[src/rtl/drv_imp_cal_pkg.sv]
package drv_imp_cal_pkg;
   typedef enum logic [2:0] {
      ST_IDLE = 3'd0,
      ST_NCAL = 3'd1,
      ST_PCAL = 3'd2,
      ST_PROP = 3'd3,
      ST_WACK = 3'd4,
      ST_DONE = 3'd5
   } cal_st_e;

   localparam int unsigned NUM_CH = 2;
endpackage

[src/rtl/imp_sweep.sv]
module imp_sweep #(
   parameter int unsigned CODE_W = 5,
   parameter int unsigned WAIT_W = 8
) (
   input  logic              clk_i,
   input  logic              rst_ni,
   input  logic              go_i,
   input  logic [WAIT_W-1:0] settle_i,
   input  logic              cmp_i,
   output logic [CODE_W-1:0] code_o,
   output logic              fin_o,
   output logic [CODE_W-1:0] result_o
);
   localparam logic [CODE_W-1:0] SAT_CODE = CODE_W'(1) << (CODE_W-1);
   localparam logic [CODE_W-1:0] TOP_CODE = SAT_CODE - CODE_W'(1);

   logic              run_q;
   logic [CODE_W-1:0] code_q;
   logic [WAIT_W-1:0] cnt_q;
   logic [CODE_W-1:0] res_q;
   logic              fin_q;

   always_ff @(posedge clk_i or negedge rst_ni) begin
      if (!rst_ni) begin
         run_q  <= 1'b0;
         code_q <= '0;
         cnt_q  <= '0;
         res_q  <= SAT_CODE;
         fin_q  <= 1'b0;
      end else begin
         fin_q <= 1'b0;
         if (go_i) begin
            run_q  <= 1'b1;
            code_q <= '0;
            cnt_q  <= '0;
         end else if (run_q) begin
            if (cnt_q != settle_i) begin
               cnt_q <= cnt_q + WAIT_W'(1);
            end else if (cmp_i) begin
               res_q <= code_q;
               run_q <= 1'b0;
               fin_q <= 1'b1;
            end else if (code_q == TOP_CODE) begin
               res_q <= SAT_CODE;
               run_q <= 1'b0;
               fin_q <= 1'b1;
            end else begin
               code_q <= code_q + CODE_W'(1);
               cnt_q  <= '0;
            end
         end
      end
   end

   assign code_o   = code_q;
   assign fin_o    = fin_q;
   assign result_o = res_q;

   // code advances by exactly one while a sweep runs
   a_r3_step_by_one: assert property (@(posedge clk_i) disable iff (!rst_ni)
      (run_q && $past(run_q) && !$past(go_i) && (code_q != $past(code_q)))
         |-> (code_q == $past(code_q) + CODE_W'(1)));

   // code held until its settle window has elapsed
   a_r3_hold_settle: assert property (@(posedge clk_i) disable iff (!rst_ni)
      ($past(run_q) && !$past(go_i) && ($past(cnt_q) != $past(settle_i)))
         |-> (code_q == $past(code_q)));

   // a result never exceeds the saturated default
   a_r4_result_bound: assert property (@(posedge clk_i) disable iff (!rst_ni)
      fin_q |-> (res_q <= SAT_CODE));
endmodule

[src/rtl/imp_ack_track.sv]
module imp_ack_track (
   input  logic clk_i,
   input  logic rst_ni,
   input  logic clr_i,
   input  logic wait_i,
   input  logic ack_i,
   output logic got_o,
   output logic req_o
);
   logic got_q;

   always_ff @(posedge clk_i or negedge rst_ni) begin
      if (!rst_ni)      got_q <= 1'b0;
      else if (clr_i)   got_q <= 1'b0;
      else if (wait_i && ack_i) got_q <= 1'b1;
   end

   assign got_o = got_q;
   assign req_o = wait_i && !got_q;

   // a request is never raised once its acknowledge was taken
   a_r6_req_drops: assert property (@(posedge clk_i) disable iff (!rst_ni)
      ($past(req_o) && $past(ack_i) && wait_i) |-> !req_o);
endmodule

[src/rtl/drv_imp_cal.sv]
module drv_imp_cal
   import drv_imp_cal_pkg::*;
#(
   parameter int unsigned CODE_W    = 5,
   parameter int unsigned WAIT_W    = 8,
   parameter int unsigned ACK_LIMIT = 64
) (
   input  logic              clk_i,
   input  logic              rst_ni,
   input  logic              start_i,
   input  logic [WAIT_W-1:0] settle_i,
   input  logic              cmp_i,
   output logic [CODE_W-1:0] trial_code_o,
   output logic              trial_p_o,
   input  logic              ack_mst_i,
   input  logic              ack_slv_i,
   output logic              req_mst_o,
   output logic              req_slv_o,
   input  logic              shadow_apply_i,
   output logic [CODE_W-1:0] mst_n_o,
   output logic [CODE_W-1:0] mst_p_o,
   output logic [CODE_W-1:0] slv_n_o,
   output logic [CODE_W-1:0] slv_p_o,
   output logic              busy_o,
   output logic              done_o,
   output logic              timeout_o
);
   localparam logic [CODE_W-1:0] SAT_CODE = CODE_W'(1) << (CODE_W-1);
   localparam int unsigned       TO_W     = $clog2(ACK_LIMIT + 1);
   localparam logic [TO_W-1:0]   TO_LAST  = TO_W'(ACK_LIMIT - 1);

   if (CODE_W < 2) begin : g_bad_code_w
      $error("CODE_W must be at least 2");
   end
   if (WAIT_W < 1) begin : g_bad_wait_w
      $error("WAIT_W must be at least 1");
   end
   if (ACK_LIMIT < 2) begin : g_bad_ack_limit
      $error("ACK_LIMIT must be at least 2");
   end

   cal_st_e st_q, st_d;
   logic              idle_like;
   logic              sw_go, sw_fin;
   logic [CODE_W-1:0] sw_code, sw_res;
   logic [CODE_W-1:0] n_res_q, p_res_q;
   logic [CODE_W-1:0] mst_n_q, mst_p_q, slv_n_q, slv_p_q;
   logic [CODE_W-1:0] sh_n_q, sh_p_q;
   logic              sh_vld_q;
   logic [TO_W-1:0]   to_cnt_q;
   logic              to_q;
   logic              all_got;
   logic [NUM_CH-1:0] ack_vec, got_vec, req_vec;

   assign idle_like = (st_q == ST_IDLE) || (st_q == ST_DONE);
   assign sw_go     = (idle_like && start_i) || ((st_q == ST_NCAL) && sw_fin);

   imp_sweep #(.CODE_W(CODE_W), .WAIT_W(WAIT_W)) i_sweep (
      .clk_i    (clk_i),
      .rst_ni   (rst_ni),
      .go_i     (sw_go),
      .settle_i (settle_i),
      .cmp_i    (cmp_i),
      .code_o   (sw_code),
      .fin_o    (sw_fin),
      .result_o (sw_res)
   );

   assign ack_vec = {ack_slv_i, ack_mst_i};

   for (genvar g = 0; g < NUM_CH; g++) begin : g_ch
      imp_ack_track i_track (
         .clk_i  (clk_i),
         .rst_ni (rst_ni),
         .clr_i  (st_q == ST_PROP),
         .wait_i (st_q == ST_WACK),
         .ack_i  (ack_vec[g]),
         .got_o  (got_vec[g]),
         .req_o  (req_vec[g])
      );
   end

   assign all_got = &got_vec;

   always_comb begin
      st_d = st_q;
      unique case (st_q)
         ST_IDLE, ST_DONE: if (start_i) st_d = ST_NCAL;
         ST_NCAL:          if (sw_fin)  st_d = ST_PCAL;
         ST_PCAL:          if (sw_fin)  st_d = ST_PROP;
         ST_PROP:                       st_d = ST_WACK;
         ST_WACK: begin
            if (all_got || (to_cnt_q == TO_LAST)) st_d = ST_DONE;
         end
         default:                       st_d = ST_IDLE;
      endcase
   end

   always_ff @(posedge clk_i or negedge rst_ni) begin
      if (!rst_ni) st_q <= ST_IDLE;
      else         st_q <= st_d;
   end

   always_ff @(posedge clk_i or negedge rst_ni) begin
      if (!rst_ni) begin
         n_res_q <= SAT_CODE;
         p_res_q <= SAT_CODE;
      end else if (sw_fin) begin
         if (st_q == ST_NCAL) n_res_q <= sw_res;
         if (st_q == ST_PCAL) p_res_q <= sw_res;
      end
   end

   // master takes results; slave only ever copies from master
   always_ff @(posedge clk_i or negedge rst_ni) begin
      if (!rst_ni) begin
         mst_n_q <= SAT_CODE;
         mst_p_q <= SAT_CODE;
         slv_n_q <= SAT_CODE;
         slv_p_q <= SAT_CODE;
      end else if (st_q == ST_PROP) begin
         mst_n_q <= n_res_q;
         mst_p_q <= p_res_q;
      end else if (st_q == ST_WACK) begin
         slv_n_q <= mst_n_q;
         slv_p_q <= mst_p_q;
      end else if (idle_like && shadow_apply_i) begin
         mst_n_q <= sh_n_q;
         mst_p_q <= sh_p_q;
         slv_n_q <= sh_n_q;
         slv_p_q <= sh_p_q;
      end
   end

   always_ff @(posedge clk_i or negedge rst_ni) begin
      if (!rst_ni) begin
         sh_n_q   <= SAT_CODE;
         sh_p_q   <= SAT_CODE;
         sh_vld_q <= 1'b0;
      end else if ((st_q == ST_PROP) && !sh_vld_q) begin
         sh_n_q   <= n_res_q;
         sh_p_q   <= p_res_q;
         sh_vld_q <= 1'b1;
      end
   end

   always_ff @(posedge clk_i or negedge rst_ni) begin
      if (!rst_ni) begin
         to_cnt_q <= '0;
         to_q     <= 1'b0;
      end else begin
         if (st_q == ST_PROP)      to_cnt_q <= '0;
         else if (st_q == ST_WACK) to_cnt_q <= to_cnt_q + TO_W'(1);
         if (idle_like && start_i) to_q <= 1'b0;
         else if ((st_q == ST_WACK) && !all_got && (to_cnt_q == TO_LAST)) to_q <= 1'b1;
      end
   end

   assign trial_code_o = sw_code;
   assign trial_p_o    = (st_q == ST_PCAL);
   assign req_mst_o    = req_vec[0];
   assign req_slv_o    = req_vec[1];
   assign mst_n_o      = mst_n_q;
   assign mst_p_o      = mst_p_q;
   assign slv_n_o      = slv_n_q;
   assign slv_p_o      = slv_p_q;
   assign busy_o       = !idle_like;
   assign done_o       = (st_q == ST_DONE);
   assign timeout_o    = to_q;

   // PFET sweep is entered only from the NFET sweep
   a_r2_phase_order: assert property (@(posedge clk_i) disable iff (!rst_ni)
      (st_q == ST_PCAL) |-> (($past(st_q) == ST_NCAL) || ($past(st_q) == ST_PCAL)));

   // master codes cannot change while a sweep is running
   a_r9_no_override_busy: assert property (@(posedge clk_i) disable iff (!rst_ni)
      ((st_q == ST_NCAL) || (st_q == ST_PCAL)) |=> ($stable(mst_n_q) && $stable(mst_p_q)));

   // a completed wait leaves the slave equal to the master
   a_r5_slave_follows: assert property (@(posedge clk_i) disable iff (!rst_ni)
      ((st_q == ST_DONE) && ($past(st_q) == ST_WACK))
         |-> ((slv_n_q == mst_n_q) && (slv_p_q == mst_p_q)));

   // requests only exist inside the acknowledge wait
   a_r6_req_in_wait: assert property (@(posedge clk_i) disable iff (!rst_ni)
      (req_mst_o || req_slv_o) |-> (st_q == ST_WACK));

   // timeout flag only accompanies a finished run or a fresh start
   a_r7_timeout_done: assert property (@(posedge clk_i) disable iff (!rst_ni)
      (timeout_o && !$past(idle_like && start_i)) |-> done_o);
endmodule

[config.mk]
export PLATFORM = sky130hd
export DESIGN_NAME = drv_imp_cal
export DESIGN_NICKNAME = d
export VERILOG_FILES = /design/src/rtl/drv_imp_cal_pkg.sv /design/src/rtl/imp_sweep.sv /design/src/rtl/imp_ack_track.sv /design/src/rtl/drv_imp_cal.sv
export SDC_FILE = /design/constraint.sdc
export NUM_CORES = 1
export LEC_CHECK = 0
export BUFFER_PORTS_ARGS = -buffer_cell sky130_fd_sc_hd__buf_2
export CAP_MARGIN = 0
export CORE_MARGIN = 2
export CORE_UTILIZATION = 62
export DETAILED_ROUTE_END_ITERATION = 8
export PLACE_DENSITY = 0.85
export SLEW_MARGIN = 20
export SYNTH_ARGS = -nofsm -noshare
export SYNTH_HDL_FRONTEND = slang
export SYNTH_SLANG_ARGS = --single-unit
export TNS_END_PERCENT = 10
[constraint.sdc]
create_clock -name clk_i -period 5.8 [get_ports clk_i]
set_input_delay 0.29 -clock clk_i [delete_from_list [all_inputs] [get_ports clk_i]]
set_output_delay 0.29 -clock clk_i [all_outputs]
set_load 0.01 [all_outputs]
Word-level counts from Yosys, hierarchy flattened
Cells that the tools add are included.
Widths: inputs -> output; s select.
- reductions and logical operators: 37
- $add $sub $neg: 3
- equality and inequality tests: 18
- multiplexer cells: 43
- bitwise gates (word level): 3
- operators by type and width (operator ; number):
    $mux 5 ; 15
    $mux 8 ; 5
    $mux 1 ; 16
    $reduce_bool 2->1 ; 8
    $pmux 3 s5 ; 1
    $mux 7 ; 2
    $mux 3 ; 4
    $ne 2x1->1 const B ; 6
    $reduce_and 4->1 ; 3
    $logic_and 1x1->1 ; 10
    $reduce_and 2->1 ; 5
    $add 8x1->8 const B ; 1
    $ne 8x8->1 ; 1
    $add 7x1->7 const B ; 1
    $eq 7x6->1 const B ; 1
    $eq 3x2->1 const B ; 2
    $eq 3x3->1 const B ; 2
    $ne 3x1->1 const B ; 2
    $add 5x1->5 const B ; 1
    $eq 5x4->1 const B ; 1
    $logic_not 1->1 ; 5
    $ne 2x2->1 const B ; 2
    $eq 3x1->1 const B ; 1
    $logic_not 3->1 ; 1
    other kinds (4) ; 8
- word-level logic and storage cells: 123
- register bits after elaboration: 74
- output and inout bits: 31
- input port bits: 15

Logic depth before layout (Yosys ltp)
Gate-level depths: netlist (run 1).
- word-level depth: 6
- gate-level depth with buffers: 8
- mapped depth without buffers: 7

Hierarchy
A second synthesis (run 1) with hierarchy kept.
- cell total of the unflattened synthesis: 361
- area, all modules: 3872.5 um^2
- modules (own cells, without submodules) (module ; times used ; area an instance (um^2) ; cells each ; seq. area each (um^2)):
    drv_imp_cal ; 1 ; 2459.9 ; 213 ; 1311.3
    imp_sweep ; 1 ; 1332.5 ; 140 ; 501.7
    imp_ack_track ; 2 ; 40.0 ; 4 ; 25.0

Worst setup path before layout (run 1)
Ideal clock, no wire load.
- kind: register to register
- start point: reg i_sweep.code_q[0], in the netlist i_sweep.code_o[0]
- end point: reg i_sweep.code_q[2], in the netlist i_sweep.code_o[2]
- clock period less this slack: 2.194 ns
- setup time: 0.136 ns
- arrival: 2.057 ns
- buffers on the path: 0
- setup slack: 3.606 ns
- required time: 5.664 ns
- stages on the path, launching flop included: 8
- cell sequence: dfrtp_1 > ha_1 > and3_1 > ha_1 > nor2_1 > nor4b_2 > a21bo_2 > a21oi_1
- word-level cells in the longest chain between the ends: 6
- elaborated cells on any way between the ends: 9
- those cells by class: add/sub: 1; eq/ne: 2; mux: 5; reduce/logical: 1
- RTL lines (what ; RTL line ; text):
    start: declaration ; imp_sweep.sv:18 ; logic [CODE_W-1:0] code_q;
    start signal: assignment ; imp_sweep.sv:48 ; code_q <= code_q + CODE_W'(1);
    $add 5x1->5 ; imp_sweep.sv:48 ;
    $mux 5 ; imp_sweep.sv:43 ; end else if (code_q == TOP_CODE) begin
    $mux 5 ; imp_sweep.sv:39 ; end else if (cmp_i) begin
    $mux 5 ; imp_sweep.sv:37 ; if (cnt_q != settle_i) begin
    $mux 5 ; imp_sweep.sv:36 ; end else if (run_q) begin
    $mux 5 ; imp_sweep.sv:32 ; if (go_i) begin
Parallel ways exist; a longest one is shown, timed or not. The select of a mux whose other input is x is not followed.
A chain may end at the register's enable or synchronous reset.

Worst setup path after layout (run 1)
- start point: reg st_q[2]
- end point: reg sh_n_q[2]
- word-level cells in the longest chain between the ends: 2
- RTL lines (what ; RTL line ; text):
    start: declaration ; drv_imp_cal.sv:42 ; cal_st_e st_q, st_d;
    start signal: assignment ; drv_imp_cal.sv:101 ; else st_q <= st_d;
    $eq 3x2->1 ; drv_imp_cal.sv:140 ; end else if ((st_q == ST_PROP) && !sh_vld_q) begin
    $logic_and 1x1->1 ; drv_imp_cal.sv:140 ;
    end signal: assignment ; drv_imp_cal.sv:141 ; sh_n_q <= n_res_q;
    end: declaration ; drv_imp_cal.sv:48 ; logic [CODE_W-1:0] sh_n_q, sh_p_q;
No other way between the ends.

==> results by group, run 1 <==
Outcome
  – Status: finished clean

Floorplan
  – Die Y: 79.0 microns
  – Core region area: 0.00547 sq mm
  – # rows: 27
  – Die area: 0.00624 sq mm
  – Num ports: 46
  – Starting utilization of the core area: 0.638
  – DIE WIDTH: 79.0 microns

Synthesis
  – Synth Register Bits: 74
  – XOR/XNOR Fraction of Synth Area: 0.0251
  – Post-Syn Nets: 337
  – Main combinational cell family by area after synthesis: multiplexers
  – Post-synth EDFFs: 0
  – Multiplexer share of the synthesized area: 0.151
  – Async S/R FF share, synth: 1.00
  – Cells after synthesis: 318
  – Warnings, synthesis: 0
  – Simple-gate share of the synthesized area: 0.141
  – Seq/Total Area, Yosys: 0.534
  – Post-Synth Adder-Cell Area: 0.0143
  – Mapped Area: 0.00349 sq mm
  – Compound-Gate Fraction of Synth Area: 0.106
  – Main flop type after synthesis: dfrtp_1
  – Avg Cell Area, Syn: 11.0 sq um
  – Post-synth cell types: 43

Global route
  – Largest net degree at the start of global routing: 75
  – Initial antenna violation count: 0
  – Vias in the first global route: 2461
  – First-pass GRT wire length: 11.3 mm
  – Grt total ovfl: 0
  – GRT Util Overall: 0.233

Timing
  – Setup-failing EPs final: 0
  – Post-Route Skew: 0.00675 ns
  – Fin. max-slew vios: 0
  – Final setup margin: 3.30 ns
  – Worst Tran Pin Value: 0.973 ns
  – WHS: 0.137 ns
  – RSZ-0062 raised after global routing: no
  – Relative slew slack: 0.350
  – Post-Route Setup TNS: 0 ns
  – Final worst-path cycle share: 0.432
  – Hold Fails Final Rpt: 0
  – Min Tclk post-route: 2.50 ns
  – Max Fclk: 400 MHz

Final layout
  – Finished Core Util: 0.729
  – Final net count: 379
  – Filler Cell Count: 421
  – Share of layout cells above drive strength 1: 0.271
  – Post-route cell area: 0.00399 sq mm
  – ANT cells: 0
  – Register Area: 0.00186 sq mm
  – Cell Count, Final, Fillers Out: 437
  – Layout area overhead: 14.3%
  – Area of the multi-input gates: 0.00153 sq mm

CTS
  – Post_cts resized: 0
  – TritonCTS Buffers: 9
  – Post-CTS Setup Inserts: 0
  – Hold Buf Count CTS: 0
  – CTS tree: built
  – H-Tree Level Count: 3
  – Bufs on Longest Clock Path: 2
  – CTS root buffer: clkbuf_8
  – Clk sink count: 74
  – Clock transition at path regs: 0.08 ns
  – Worst-Skew Late Latency: 0.34 ns

Route
  – Via Count: 2516
  – Avg Vias per Cell: 5.76
  – ANT nets after route: 0
  – WL final: 6.67 mm
  – Routed WL per cell: 15.3 microns
  – DRC Markers: 0
  – Iteration-0 DRC Markers: 255
  – TritonRoute pass-1 iters: 5

Place
  – PortBufs: 45
  – RePlAce Congestion: 0.863
  – Place WS: 3.16 ns
  – Dpl cells: 421
  – Post-DP Area: 0.00374 sq mm
  – HPWL after DPL: 4.58 mm

Power
  – Lkg Pwr: 1.95 nW
  – Sw power: 0.435 mW
  – Combinational power share: 0.197
  – Peak VDD IR: 0.000233 V
  – Clock Power Share: 0.328
  – Seq pwr share: 0.475
  – Switching Share: 0.298
  – Internal: 1.02 mW
  – Pwr/cell area: 366 mW/mm^2
  – Final total power: 1.46 mW

Worst setup path
  – Crit start category: flip-flop
  – Crit end category: flip-flop
  – Critical path class: flip-flop to flip-flop
  – CP Data Arrival Time: 2.73 ns
  – Flop-to-flop setup slack: 3.30 ns
  – Worst flop-to-flop path startpoint: st_q[2]
  – CP Max Fanout: 20
  – Worst R2R Path Depth: 3
  – Required @ worst endpoint: 6.03 ns
  – R2R Path End: sh_n_q[2]

Hold path
  – Worst Hold Class: input port to async pin

Run
  – Number of max-cap violations: 0
-- synth_stat cells, types with 5 or more instances --
library cell / number / area share
dfrtp_1: 65 / 0.47
nand2_1: 40 / 0.043
o21ai_0: 30 / 0.043
mux2i_1: 29 / 0.083
mux2_2: 20 / 0.065
nor2_1: 18 / 0.019
a21oi_1: 9 / 0.013
clkbuf_1: 9 / 0.0097
dfstp_2: 9 / 0.068
xnor2_1: 9 / 0.023
inv_1: 8 / 0.0086
and3_1: 7 / 0.013
nand3_1: 6 / 0.0086
a22o_1: 5 / 0.013
buf_2: 5 / 0.0072
-- cell type report --
cell class / count / share of cell area
timing repair buffer: 46 / 0.0583
clock buffer: 9 / 0.0310
sequential: 74 / 0.467
multi-input combinational: 221 / 0.384
inverter: 8 / 0.00753
tap: 72 / 0.0226
clock inverter: 7 / 0.0292
-- critical path, cell delays in order, from the launching register on --
cell	delay, ns
dfrtp_1	0.49
nand3b_1	0.79
nor2_2	0.70
mux2_2	0.41
-- power by group through the flow --
| stage | Combinational, mW | Sequential, mW | Clock, mW |
|---|---|---|---|
| 2_1_floorplan | 0.195 | 0.690 | 0 |
| 3_3_place_gp | 0.273 | 0.694 | 0 |
| 3_5_place_dp | 0.288 | 0.700 | 0 |
| 4_1_cts | 0.290 | 0.691 | 0.490 |
| 5_1_grt | 0.324 | 0.707 | 0.510 |
| 6_report | 0.287 | 0.694 | 0.478 |
-- worst max path at each step --
stage	end	slack (ns)	startpoint	depth (start not counted)
3_3_place_gp	mst_n_o[1]	3.31	st_q[2]	3
3_5_place_dp	mst_n_o[2]	3.16	st_q[2]	3
6_report	sh_n_q[2]	3.30	st_q[2]	3
5_1_grt	i_sweep.code_o[4]	3.09	i_sweep.code_o[0]	7
4_1_cts	mst_n_o[3]	3.11	st_q[2]	3
2_1_floorplan	i_sweep.code_o[2]	3.61	i_sweep.code_o[0]	7
-- cell families (layout without fill, tap and decap cells) --
group	count (synthesis)	after routing
flops	74	74
compound gates	61	61
xor+xnor	10	10
buf+inv	23	70
fa+ha+maj	4	4
mux	50	50
simple gates	96	96
-- registers in the layout, summed over array words and instances, names as in the netlist --
register and cells:
sh_n_q 5, i_sweep.fin_o 1, i_sweep.cnt_q 8, i_sweep.result_o 5
to_cnt_q 7, slv_p_o 5, g_ch.i_track.got_o 2, n_res_q 5
i_sweep.run_q 1, sh_p_q 5, timeout_o 1, i_sweep.code_o 5
mst_p_o 5, slv_n_o 5, mst_n_o 5, st_q 3
sh_vld_q 1, p_res_q 5
-- cell usage in the layout, fill, tap and decap left out, types with 2 or more instances in the layout --
master and count:
mux2i_1 29, nand2b_1 2, nor4b_1 2, buf_2 45, dfstp_2 9, nand3_1 6, nand4_1 3, a21oi_1 8
mux2_2 20, clkinv_2 2, a31oi_1 2, xnor2_1 9, and2_1 4, ha_1 4, a211oi_1 3, or4_1 2
o31ai_1 3, bufinv_16 3, o21ai_0 30, nor3_1 2, nand3b_1 3, clkbuf_8 9, a22o_1 5, nand2_1 40
dfrtp_1 65, and3_1 7, a22oi_1 3, nor2_1 18, inv_1 8
-- layer usage --
layer	GRT usage	part of all wire	up-vias
met5	0	0	-
met4	0.109	0.0091	0
met3	0.0352	0.046	6
met2	0.375	0.50	69
met1	0.312	0.45	1229
li1	-	-	1212
(Power assumes the default switching activity.)
==> inputs of run 2 (changes only) <==
- CORE_UTILIZATION: 62 -> 52
- PLACE_DENSITY: 0.85 -> 0.76
- clock period: 5.8 -> 2.15 ns (I/O delays scaled with it)
==> run 2 against run 1 <==
  * Largest power group unchanged
  * Critical endpoint is now i_sweep.result_o[3]
  * Clock-buffer cell count up 3
  * Clock skew up 0.0027 ns
  * Clock power up 130%
  * Design area up 3.3%
  * Power rose to 2.6 times the previous value
  * Sequential power rose to 2.7 times the previous value
  * Highest routed layer unchanged
  * Routed wire length down 2.0%
  * Critical path type unchanged
==> results by group, run 2 (synthesis gave the netlist of run 1 again) <==
Outcome
  – Status: finished clean

Power
  – Seq pwr share: 0.491 (+0.016)
  – Final total power: 3.79 mW (+160%)
  – Sw power: 1.16 mW (+170%)
  – Switching Share: 0.305 (+0.00668)
  – Combinational power share: 0.220 (+0.023)
  – Lkg Pwr: 2.03 nW (+4.1%)
  – Clock Power Share: 0.289 (-0.039)
  – Peak VDD IR: 0.000541 V (+130%)
  – Pwr/cell area: 919 mW/mm^2 (+150%)
  – Internal: 2.63 mW (+160%)

Global route
  – Largest net degree at the start of global routing: 75 (unchanged)
  – Grt total ovfl: 0 (unchanged)
  – Initial antenna violation count: 0 (unchanged)
  – Vias in the first global route: 2415 (-1.9%)
  – First-pass GRT wire length: 11.4 mm (+1.3%)
  – GRT Util Overall: 0.198 (-0.0349)

Final layout
  – Filler Cell Count: 545 (+29%)
  – Share of layout cells above drive strength 1: 0.293 (+0.0220)
  – Post-route cell area: 0.00412 sq mm (+3.3%)
  – Final net count: 396 (+4.5%)
  – Commonest non-fill, non-tap cell in the layout: dfrtp_1
  – Largest Register: i_sweep.cnt_q
  – Most frequent cells in the layout: 65 x dfrtp_1, 45 x buf_2, 40 x nand2_1
  – ANT cells: 0 (unchanged)
  – Layout area overhead: 18.1%
  – Max FFs per register: 8 (unchanged)
  – Top Registers: i_sweep.cnt_q (8), to_cnt_q (7)

Timing
  – WHS: 0.0709 ns (-0.0664 ns)
  – Final setup margin: 0.144 ns (-3.15 ns)
  – Fin. max-slew vios: 0 (unchanged)
  – Post-Route Skew: 0.00948 ns (+0.00273 ns)
  – Max Fclk: 499 MHz (+25%)
  – Setup-failing EPs final: 0 (unchanged)
  – Final worst-path cycle share: 0.933 (+0.501)
  – Relative slew slack: 0.550 (+0.200)
  – Hold Fails Final Rpt: 0 (unchanged)
  – Post-Route Setup TNS: 0 ns (unchanged)
  – Worst Tran Pin Value: 0.671 ns (-0.302 ns)
  – Min Tclk post-route: 2.01 ns (-0.497 ns)
  – RSZ-0062 raised after global routing: no

CTS
  – CTS root buffer: clkbuf_8
  – Clock transition at path regs: 0.07 ns (about the same)
  – Worst-Skew Late Latency: 0.34 ns (about the same)
  – Clk sink count: 74 (unchanged)
  – Post-CTS Setup Inserts: 0 (unchanged)
  – TritonCTS Buffers: 9 (unchanged)
  – H-Tree Level Count: 3 (unchanged)
  – CTS tree: built
  – Bufs on Longest Clock Path: 2 (unchanged)

Worst setup path
  – Buf+Inv Stages, Crit Path: 1 (+1)
  – CP Max Fanout: 11 (-45%)
  – CP Data Arrival Time: 2.27 ns (-0.46 ns)
  – Crit start category: flip-flop
  – Crit-path cells: xnor2_1 -> nand4_2 -> or2_4 -> nor4_4 -> buf_4 -> mux2i_1
  – Worst flop-to-flop path startpoint: i_sweep.cnt_q[2]
  – Crit end category: flip-flop
  – Critical path class: flip-flop to flip-flop
  – Delay-heaviest family, CP: simple AND/OR/NAND/NOR gates
  – Setup crit start: i_sweep.cnt_q[2]
  – Worst Setup EP: i_sweep.result_o[3]
  – Flop-to-flop setup slack: 0.14 ns (-3.15 ns)
  – Slowest cell on the critical path: dfrtp_1
  – Worst R2R Path Depth: 6 (+3)
  – Number of cells on the critical path: 6 (+3)
  – R2R Path End: i_sweep.result_o[3]
  – Required @ worst endpoint: 2.42 ns (-3.61 ns)
  – Critical Path Max Stage Delay: 0.45 ns (-0.34 ns)

Route
  – DRC Markers: 0 (unchanged)
  – Avg Vias per Cell: 5.39 (-6.3%)
  – TritonRoute pass-1 iters: 4 (-1)
  – ANT nets after route: 0 (unchanged)
  – Via Count: 2475 (-1.6%)
  – Iteration-0 DRC Markers: 123 (-52%)
  – Routed WL per cell: 14.2 microns (-6.7%)
  – WL final: 6.54 mm (-2.0%)

Floorplan
  – Die area: 0.00738 sq mm (+18%)
  – # rows: 29 (+7.4%)
  – Die Y: 85.9 microns (+8.7%)
  – Starting utilization of the core area: 0.543 (-0.0943)
  – Num ports: 46 (unchanged)
  – Core region area: 0.00642 sq mm (+17%)
  – DIE WIDTH: 85.9 microns (+8.7%)

Place
  – HPWL after DPL: 4.61 mm (+0.85%)
  – Place WS: 0.0605 ns (-3.10 ns)
  – RePlAce Congestion: 0.883 (+2.3%)
  – Post-DP Area: 0.00387 sq mm (+3.3%)
  – PortBufs: 45 (unchanged)

Hold path
  – Worst Hold Class: input port to flip-flop
  – Hold Path Cell Cnt: 3

Run
  – Number of max-cap violations: 0 (unchanged)
-- run 2: timing repair --
| item | 4_1_cts | 5_1_grt |
|---|---|---|
| endpoints found under the setup margin | 0 | 7 |
| hold buffers | 4 | 0 |
| gates resized for setup | 0 | 2 |
| hold endpoints to repair | 68 | 0 |
-- run 2: worst min path at each step --
stage / startpoint / to / slack [ns]
5_1_grt: cmp_i / i_sweep.result_o[1] / 0.07
2_1_floorplan: rst_ni / g_ch[0].i_track.got_o / -0.19
4_1_cts: cmp_i / i_sweep.result_o[0] / 0.05
3_3_place_gp: rst_ni / i_sweep.cnt_q[2] / 0.16
6_report: cmp_i / i_sweep.result_o[0] / 0.07
3_5_place_dp: rst_ni / i_sweep.cnt_q[1] / 0.16
-- run 2: tightest hold or removal path: cells and delay by family --
kind          cells  cell delay, ns
buf+inv           1            0.14
mux               1            0.05
simple gates      1            0.07
-- run 2: final cells by class --
cell class	instances	area, sq um	area share
flip-flops and latches	74	1860	0.452
multi-input cells	221	1550	0.375
repair buffers	63	383	0.0929
clock buffers	12	155	0.0376
well taps	77	96.3	0.0234
clock inverters	4	48.8	0.0118
inverters	8	30.0	0.00728
-- run 2: per-stage QoR --
step | util | instances
3_5_place_dp | 0.602 | 439
5_1_grt | 0.642 | 459
2_1_floorplan | - | 318
6_report | 0.642 | 459
4_1_cts | 0.640 | 459
3_3_place_gp | 0.602 | 439
-- run 2: power groups by stage --
| stage | clock [mW] | sequential [mW] | combinational [mW] |
|---|---|---|---|
| floorplan | 0 | 1.86 | 0.532 |
| global placement | 0 | 1.87 | 0.799 |
| detailed placement | 0 | 1.88 | 0.829 |
| CTS | 1.13 | 1.86 | 0.836 |
| global route | 1.19 | 1.90 | 0.937 |
| finish | 1.09 | 1.86 | 0.834 |
-- run 2: layer usage --
| metal | share of wire | global-route usage |
|---|---|---|
| met5 | 0 | 0 |
| met4 | 0.013 | 0.0880 |
| met3 | 0.048 | 0.0462 |
| met2 | 0.46 | 0.299 |
| met1 | 0.48 | 0.273 |
